### src/rtl/ilc_pkg.sv
package ilc_pkg;
  typedef enum logic [0:0] {DV_IDLE = 1'b0, DV_RUN = 1'b1} div_state_t;
endpackage

### src/rtl/ilc_coef_tables.sv
module ilc_coef_tables #(
  parameter int CLS_W  = 3,
  parameter int COEF_W = 16
) (
  input  logic                 clk,
  input  logic                 cfg_we,
  input  logic                 cfg_tbl,
  input  logic [2*CLS_W-1:0]   cfg_addr,
  input  logic [COEF_W-1:0]    cfg_data,
  input  logic [CLS_W-1:0]     base_idx,
  input  logic [2*CLS_W-1:0]   pair_idx,
  input  logic [2*CLS_W-1:0]   wrap_idx,
  output logic [COEF_W-1:0]    base_val,
  output logic [COEF_W-1:0]    pair_val,
  output logic [COEF_W-1:0]    wrap_val
);
  localparam int N_CLS  = 1 << CLS_W;
  localparam int N_PAIR = N_CLS * N_CLS;

  logic [COEF_W-1:0] base_mem [N_CLS];
  logic [COEF_W-1:0] ovh_mem  [N_PAIR];

  always_ff @(posedge clk) begin
    if (cfg_we && !cfg_tbl) base_mem[cfg_addr[CLS_W-1:0]] <= cfg_data;
  end

  always_ff @(posedge clk) begin
    if (cfg_we && cfg_tbl) ovh_mem[cfg_addr] <= cfg_data;
  end

  assign base_val = base_mem[base_idx];
  assign pair_val = ovh_mem[pair_idx];
  assign wrap_val = ovh_mem[wrap_idx];
endmodule

### src/rtl/ilc_accum.sv
module ilc_accum #(
  parameter int CLS_W  = 3,
  parameter int CYC_W  = 8,
  parameter int COEF_W = 16,
  parameter int ACC_W  = 40,
  parameter int TOT_W  = 32
) (
  input  logic                clk,
  input  logic                rst,
  input  logic                ins_valid,
  input  logic [CLS_W-1:0]    ins_cls,
  input  logic [CYC_W-1:0]    ins_cyc,
  input  logic                ins_first,
  input  logic                ins_last,
  input  logic [COEF_W-1:0]   base_val,
  input  logic [COEF_W-1:0]   pair_val,
  input  logic [COEF_W-1:0]   wrap_val,
  output logic [CLS_W-1:0]    base_idx,
  output logic [2*CLS_W-1:0]  pair_idx,
  output logic [2*CLS_W-1:0]  wrap_idx,
  output logic [ACC_W-1:0]    sum,
  output logic [TOT_W-1:0]    total,
  output logic                ovf,
  output logic                fin
);
  localparam int PROD_W = COEF_W + CYC_W;
  localparam logic [ACC_W-1:0] SAT_MAX = '1;

  logic [CLS_W-1:0]  prev_cls, head_cls;
  logic [PROD_W-1:0] prod;
  logic [ACC_W:0]    term, sum_ext;
  logic [ACC_W-1:0]  sum_base;
  logic [TOT_W-1:0]  tot_base;
  logic              ovf_base;

  assign base_idx = ins_cls;
  assign pair_idx = {prev_cls, ins_cls};
  assign wrap_idx = {ins_cls, (ins_first ? ins_cls : head_cls)};

  always_comb begin
    prod     = PROD_W'(base_val) * PROD_W'(ins_cyc);
    term     = (ACC_W+1)'(prod)
             + (ins_first ? '0 : (ACC_W+1)'(pair_val))
             + (ins_last  ? (ACC_W+1)'(wrap_val) : '0);
    sum_base = ins_first ? '0 : sum;
    tot_base = ins_first ? '0 : total;
    ovf_base = ins_first ? 1'b0 : ovf;
    sum_ext  = {1'b0, sum_base} + term;
  end

  always_ff @(posedge clk) begin
    if (rst) begin
      sum      <= '0;
      total    <= '0;
      ovf      <= 1'b0;
      fin      <= 1'b0;
      prev_cls <= '0;
      head_cls <= '0;
    end else begin
      fin <= ins_valid && ins_last;
      if (ins_valid) begin
        prev_cls <= ins_cls;
        if (ins_first) head_cls <= ins_cls;
        total <= tot_base + TOT_W'(ins_cyc);
        if (sum_ext[ACC_W]) begin
          sum <= SAT_MAX;
          ovf <= 1'b1;
        end else begin
          sum <= sum_ext[ACC_W-1:0];
          ovf <= ovf_base;
        end
      end
    end
  end
endmodule

### src/rtl/ilc_divider.sv
module ilc_divider
  import ilc_pkg::*;
#(
  parameter int NUM_W = 40,
  parameter int DEN_W = 32,
  parameter int Q_W   = 24
) (
  input  logic              clk,
  input  logic              rst,
  input  logic              start,
  input  logic [NUM_W-1:0]  num,
  input  logic [DEN_W-1:0]  den,
  output logic              busy,
  output logic              done,
  output logic              err,
  output logic [Q_W-1:0]    quot
);
  localparam int CNT_W = $clog2(NUM_W + 1);

  div_state_t        state;
  logic [CNT_W-1:0]  cnt;
  logic [DEN_W:0]    rem;
  logic [NUM_W-1:0]  dvd, q;
  logic [DEN_W-1:0]  den_r;

  logic [DEN_W:0]    rem_sh, rem_diff;
  logic              ge;
  logic [NUM_W-1:0]  q_next;
  logic [Q_W-1:0]    q_sat;

  always_comb begin
    rem_sh   = {rem[DEN_W-1:0], dvd[NUM_W-1]};
    ge       = rem_sh >= {1'b0, den_r};
    rem_diff = rem_sh - {1'b0, den_r};
    q_next   = {q[NUM_W-2:0], ge};
  end

  generate
    if (NUM_W > Q_W) begin : g_sat
      assign q_sat = (|q_next[NUM_W-1:Q_W]) ? '1 : q_next[Q_W-1:0];
    end else begin : g_nosat
      assign q_sat = Q_W'(q_next);
    end
  endgenerate

  assign busy = (state == DV_RUN);

  always_ff @(posedge clk) begin
    if (rst) begin
      state <= DV_IDLE;
      cnt   <= '0;
      rem   <= '0;
      dvd   <= '0;
      q     <= '0;
      den_r <= '0;
      done  <= 1'b0;
      err   <= 1'b0;
      quot  <= '0;
    end else begin
      done <= 1'b0;
      if (state == DV_IDLE) begin
        if (start) begin
          if (den == '0) begin
            done <= 1'b1;
            err  <= 1'b1;
            quot <= '0;
          end else begin
            state <= DV_RUN;
            cnt   <= CNT_W'(NUM_W);
            rem   <= '0;
            dvd   <= num;
            q     <= '0;
            den_r <= den;
          end
        end
      end else begin
        rem <= ge ? rem_diff : rem_sh;
        dvd <= dvd << 1;
        q   <= q_next;
        cnt <= cnt - 1'b1;
        if (cnt == CNT_W'(1)) begin
          state <= DV_IDLE;
          done  <= 1'b1;
          err   <= 1'b0;
          quot  <= q_sat;
        end
      end
    end
  end
endmodule

### src/rtl/ilcur_est.sv
module ilcur_est #(
  parameter int CLS_W  = 3,
  parameter int CYC_W  = 8,
  parameter int COEF_W = 16,
  parameter int ACC_W  = 40,
  parameter int TOT_W  = 32,
  parameter int Q_W    = 24
) (
  input  logic                clk,
  input  logic                rst,
  input  logic                cfg_we,
  input  logic                cfg_tbl,
  input  logic [2*CLS_W-1:0]  cfg_addr,
  input  logic [COEF_W-1:0]   cfg_data,
  input  logic                ins_valid,
  input  logic [CLS_W-1:0]    ins_cls,
  input  logic [CYC_W-1:0]    ins_cyc,
  input  logic                ins_first,
  input  logic                ins_last,
  output logic [ACC_W-1:0]    acc_sum,
  output logic [TOT_W-1:0]    acc_cycles,
  output logic                acc_ovf,
  output logic                res_busy,
  output logic                res_done,
  output logic [Q_W-1:0]      res_quot,
  output logic                res_err
);
  logic [CLS_W-1:0]   base_idx;
  logic [2*CLS_W-1:0] pair_idx, wrap_idx;
  logic [COEF_W-1:0]  base_val, pair_val, wrap_val;
  logic               fin;

  ilc_coef_tables #(.CLS_W(CLS_W), .COEF_W(COEF_W)) u_tbl (
    .clk      (clk),
    .cfg_we   (cfg_we),
    .cfg_tbl  (cfg_tbl),
    .cfg_addr (cfg_addr),
    .cfg_data (cfg_data),
    .base_idx (base_idx),
    .pair_idx (pair_idx),
    .wrap_idx (wrap_idx),
    .base_val (base_val),
    .pair_val (pair_val),
    .wrap_val (wrap_val)
  );

  ilc_accum #(
    .CLS_W(CLS_W), .CYC_W(CYC_W), .COEF_W(COEF_W), .ACC_W(ACC_W), .TOT_W(TOT_W)
  ) u_acc (
    .clk       (clk),
    .rst       (rst),
    .ins_valid (ins_valid),
    .ins_cls   (ins_cls),
    .ins_cyc   (ins_cyc),
    .ins_first (ins_first),
    .ins_last  (ins_last),
    .base_val  (base_val),
    .pair_val  (pair_val),
    .wrap_val  (wrap_val),
    .base_idx  (base_idx),
    .pair_idx  (pair_idx),
    .wrap_idx  (wrap_idx),
    .sum       (acc_sum),
    .total     (acc_cycles),
    .ovf       (acc_ovf),
    .fin       (fin)
  );

  ilc_divider #(.NUM_W(ACC_W), .DEN_W(TOT_W), .Q_W(Q_W)) u_div (
    .clk   (clk),
    .rst   (rst),
    .start (fin),
    .num   (acc_sum),
    .den   (acc_cycles),
    .busy  (res_busy),
    .done  (res_done),
    .err   (res_err),
    .quot  (res_quot)
  );
endmodule

### config.mk
export PLATFORM = sky130hd
export DESIGN_NAME = ilcur_est
export DESIGN_NICKNAME = d
export VERILOG_FILES = /design/src/rtl/ilc_pkg.sv /design/src/rtl/ilc_coef_tables.sv /design/src/rtl/ilc_accum.sv /design/src/rtl/ilc_divider.sv /design/src/rtl/ilcur_est.sv
export SDC_FILE = /design/constraint.sdc
export NUM_CORES = 2
export LEC_CHECK = 0
export ABC_AREA = 1
export CAP_MARGIN = 40
export CORE_AREA = 10 10 349 419
export DETAILED_ROUTE_END_ITERATION = 12
export DIE_AREA = 0 0 359 429
export PLACE_DENSITY = 0.72
export SLEW_MARGIN = 20
export SYNTH_ARGS = -nofsm -noshare
export SYNTH_HDL_FRONTEND = slang
export SYNTH_SLANG_ARGS = --single-unit
### constraint.sdc
create_clock -name clk -period 11.5 [get_ports clk]
set_input_delay 2.3 -clock clk [delete_from_list [all_inputs] [get_ports clk]]
set_output_delay 2.3 -clock clk [all_outputs]
set_load 0.02 [all_outputs]
==> results.cfg <==
[floorplan]
die_w_um = 359
coreArea_um2 = 138000
die-area_um2 = 154000
die_h_um = 429
start_util = 0.545
num_io_pins = 140
std_cell_rows = 150

[synthesis]
synth-edff-count = 1152
synthArstFlopShare = 0
synth_area_um2 = 75300
synth_top_area_frac = 0.459
syn_inst = 8555
synth-main-ff-cell = edfxtp_1
ys_ff_latch = 1408
ys_seq_area_frac = 0.527
synth_most_common_cell = nand2_1
ys.warnings.count = 0
synth_common_cells = nand2_1 (1870), nand3_1 (1400), edfxtp_1 (1152)
syn-num-nets = 8839
postSynthAreaPerCell_um2 = 8.81
yosysTopAreaCell = edfxtp_1
synth_cell_type_count = 43
synth.area.top_cells = edfxtp_1 (46%), nand2_1 (9.3%), nand3_1 (9.3%), dfxtp_1 (6.8%), nor2_1 (4.9%)

[power_and_ir_drop]
swShare = 0.397
seqPwrFrac = 0.322
ir_drop_mv = 0.318
p_per_area_nw_per_um2 = 215
combPwrFrac = 0.410
p_leak_nw = 31.5
pwr-share-clk = 0.268
p_int_mw = 10.8
p_switching_mw = 7.11
total_power_mw = 17.9

[clock_network]
cts_setup_buffers = 0
clkTransAtPathRegs_ps = 60
cts.repair.resized = 0
ctsHoldBuffers = 0
cts_buffer_depth = 3
cts_buffers = 147
clk_latency_ps = 830
htreeDepth = 4
clock_sinks = 1408
cts_tree = yes
cts-root-buf = clkbuf_16

[sta]
fin_skew_ps = 34.6
relSlewSlack = 0.338
fin_crit_sh = 0.833
setup_viol = 0
layout_setup_ws_ps = 1920
fmax_ghz = 0.104
slew_violations = 0
fin_crit_ps = 9580
rsz0062_at_grt = no
worst_slew_pin_slew_ps = 993
setup_tns_ps = 0
hold_violations = 0

[run]
maxCapViolations = 0

[drt]
drc = 0
drt_iter0_drc = 9909
num_vias = 66300
wl_per_cell_um = 24.3
wirelength_um = 253000
vias_per_cell = 6.37
antenna_left = 0
drtPass1Iterations = 7

[critical_path]
arrival_ps = 10270
cp-end-kind = register
timing_worst_setup_path_type = in2reg
r2r_start = u_acc.head_cls[0]
crit_fanout = 48
critPathLaunchType = input port
path_common_cell = nand3_1
crit_required_ps = 12190
r2r_end = u_acc.sum[0]
reg2reg_depth = 31
cpMaxStageDelayCell = fa_1
rrSetupSlack_ps = 3820
max_stage_delay_ps = 600

[global_routing]
grt_pass1_vias = 64100
grtUsageTotal = 0.312
grt_max_degree = 157
grt-ovfl-total = 0
antenna_found_initial = 6
grt_pass1_wl_um = 378000

[layout]
final_cells = 10400
fill_cells = 11500
area_delta_synth_final_pct = 10.6
nets = 8745
layout-drive-gt1-share = 0.0624

[hold_path]
hold_depth = 2
whs_endpoint = u_div.quot[4]
min_path_type = reg2reg
hold_path_startpoint = u_div.quot[4]

[place]
dp_hpwl_um = 154000
place.port_buffers = 139
place_congestion = 0.953
post-place-ws_ps = 1500
dp.cells = 10100

[outcome]
status = finished clean
==> registers in the layout, indices dropped and copies added (netlist names) <==
register        count
u_acc.prev_cls      3
u_acc.sum          40
u_div.rem          32
u_div.busy          1
u_div.den_r        32
u_div.q            39
u_tbl.ovh_mem    1024
u_acc.fin           1
u_tbl.base_mem    128
u_div.done          1
u_div.dvd          40
u_div.err           1
u_div.quot         24
u_acc.head_cls      3
u_div.cnt           6
u_acc.total        32
u_acc.ovf           1
==> power groups by stage <==
stage | clock [mW] | sequential [mW] | combinational (mW)
2_1_floorplan | 0 | 5.86 | 5.27
3_5_place_dp | 0 | 5.87 | 7.17
5_1_grt | 5.01 | 5.78 | 8.20
4_1_cts | 4.81 | 5.76 | 7.21
3_3_place_gp | 0 | 5.87 | 7.14
6_report | 4.79 | 5.77 | 7.34
==> how the worst max path moves through the flow <==
stage	slack, ps	startpoint	to	depth (start not counted)
global route	1550	ins_first	u_acc.sum[0]	33
CTS	2340	ins_first	u_acc.sum[0]	31
global placement	1520	ins_first	u_acc.sum[1]	32
detailed placement	1500	ins_first	u_acc.sum[0]	31
finish	1920	ins_first	u_acc.sum[0]	31
floorplan	3690	ins_cls[0]	u_acc.sum[5]	38
==> critical path, delay by kind of cell <==
kind                     cells  cell delay (ps)
buffers and inverters        9             2050
adder cells (fa/ha/maj)      6             2890
AND/OR/NAND/NOR             13             2390
AO/OA/AOI/OAI                3              560
==> stage by stage <==
stage / hold WS, ps / util / cell area, µm²
2_1_floorplan: 431 / - / 75300
3_3_place_gp: 450 / 0.565 / 78000
3_5_place_dp: 454 / 0.567 / 78300
4_1_cts: 462 / 0.602 / 83100
5_1_grt: 479 / 0.604 / 83400
6_report: 460 / 0.604 / 83400
==> final cells by class <==
class | count | area, µm² | share of cell area
sequential | 1408 | 39700 | 0.476
timing repair buffer | 336 | 3380 | 0.0405
tap | 1824 | 2280 | 0.0274
inverter | 554 | 2120 | 0.0254
clock buffer | 183 | 3970 | 0.0477
antenna | 4 | 10.0 | 0.000120
multi-input combinational | 6014 | 31100 | 0.373
clock inverter | 78 | 805 | 0.00965
==> layout by cell type (no fill, tap or decap), drive strengths merged, types with 117 or more instances in the layout <==
cell type      Yosys  routed
clkdlybuf4s50      0     117
dfxtp            256     256
nand3           1400    1400
clkbuf           308     183
fa               138     138
nand2           1885    1885
inv              548     555
nor2             996     996
a21oi            283     283
o21ai            739     739
edfxtp          1152    1152
buf              271     219
o221ai           264     264
==> metal layers <==
| metal | global-route usage | up-vias | part of all wire |
|---|---|---|---|
| met1 | 0.382 | 31400 | 0.36 |
| li1 | - | 29300 | - |
| met5 | 0 | - | 0.000051 |
| met3 | 0.0757 | 923 | 0.12 |
| met4 | 0.196 | 2 | 0.065 |
| met2 | 0.495 | 4590 | 0.45 |
==> logic make-up after synthesis <==
group                      synth area share
xor gates and xnor gates            0.00558
DFF                                   0.527
AOI/OAI and AO/OA                     0.102
and+or+nand+nor                       0.248
buffers and inverters                0.0630
adders and majority gates            0.0543
Note: power is estimated with default switching activity, not from simulation.
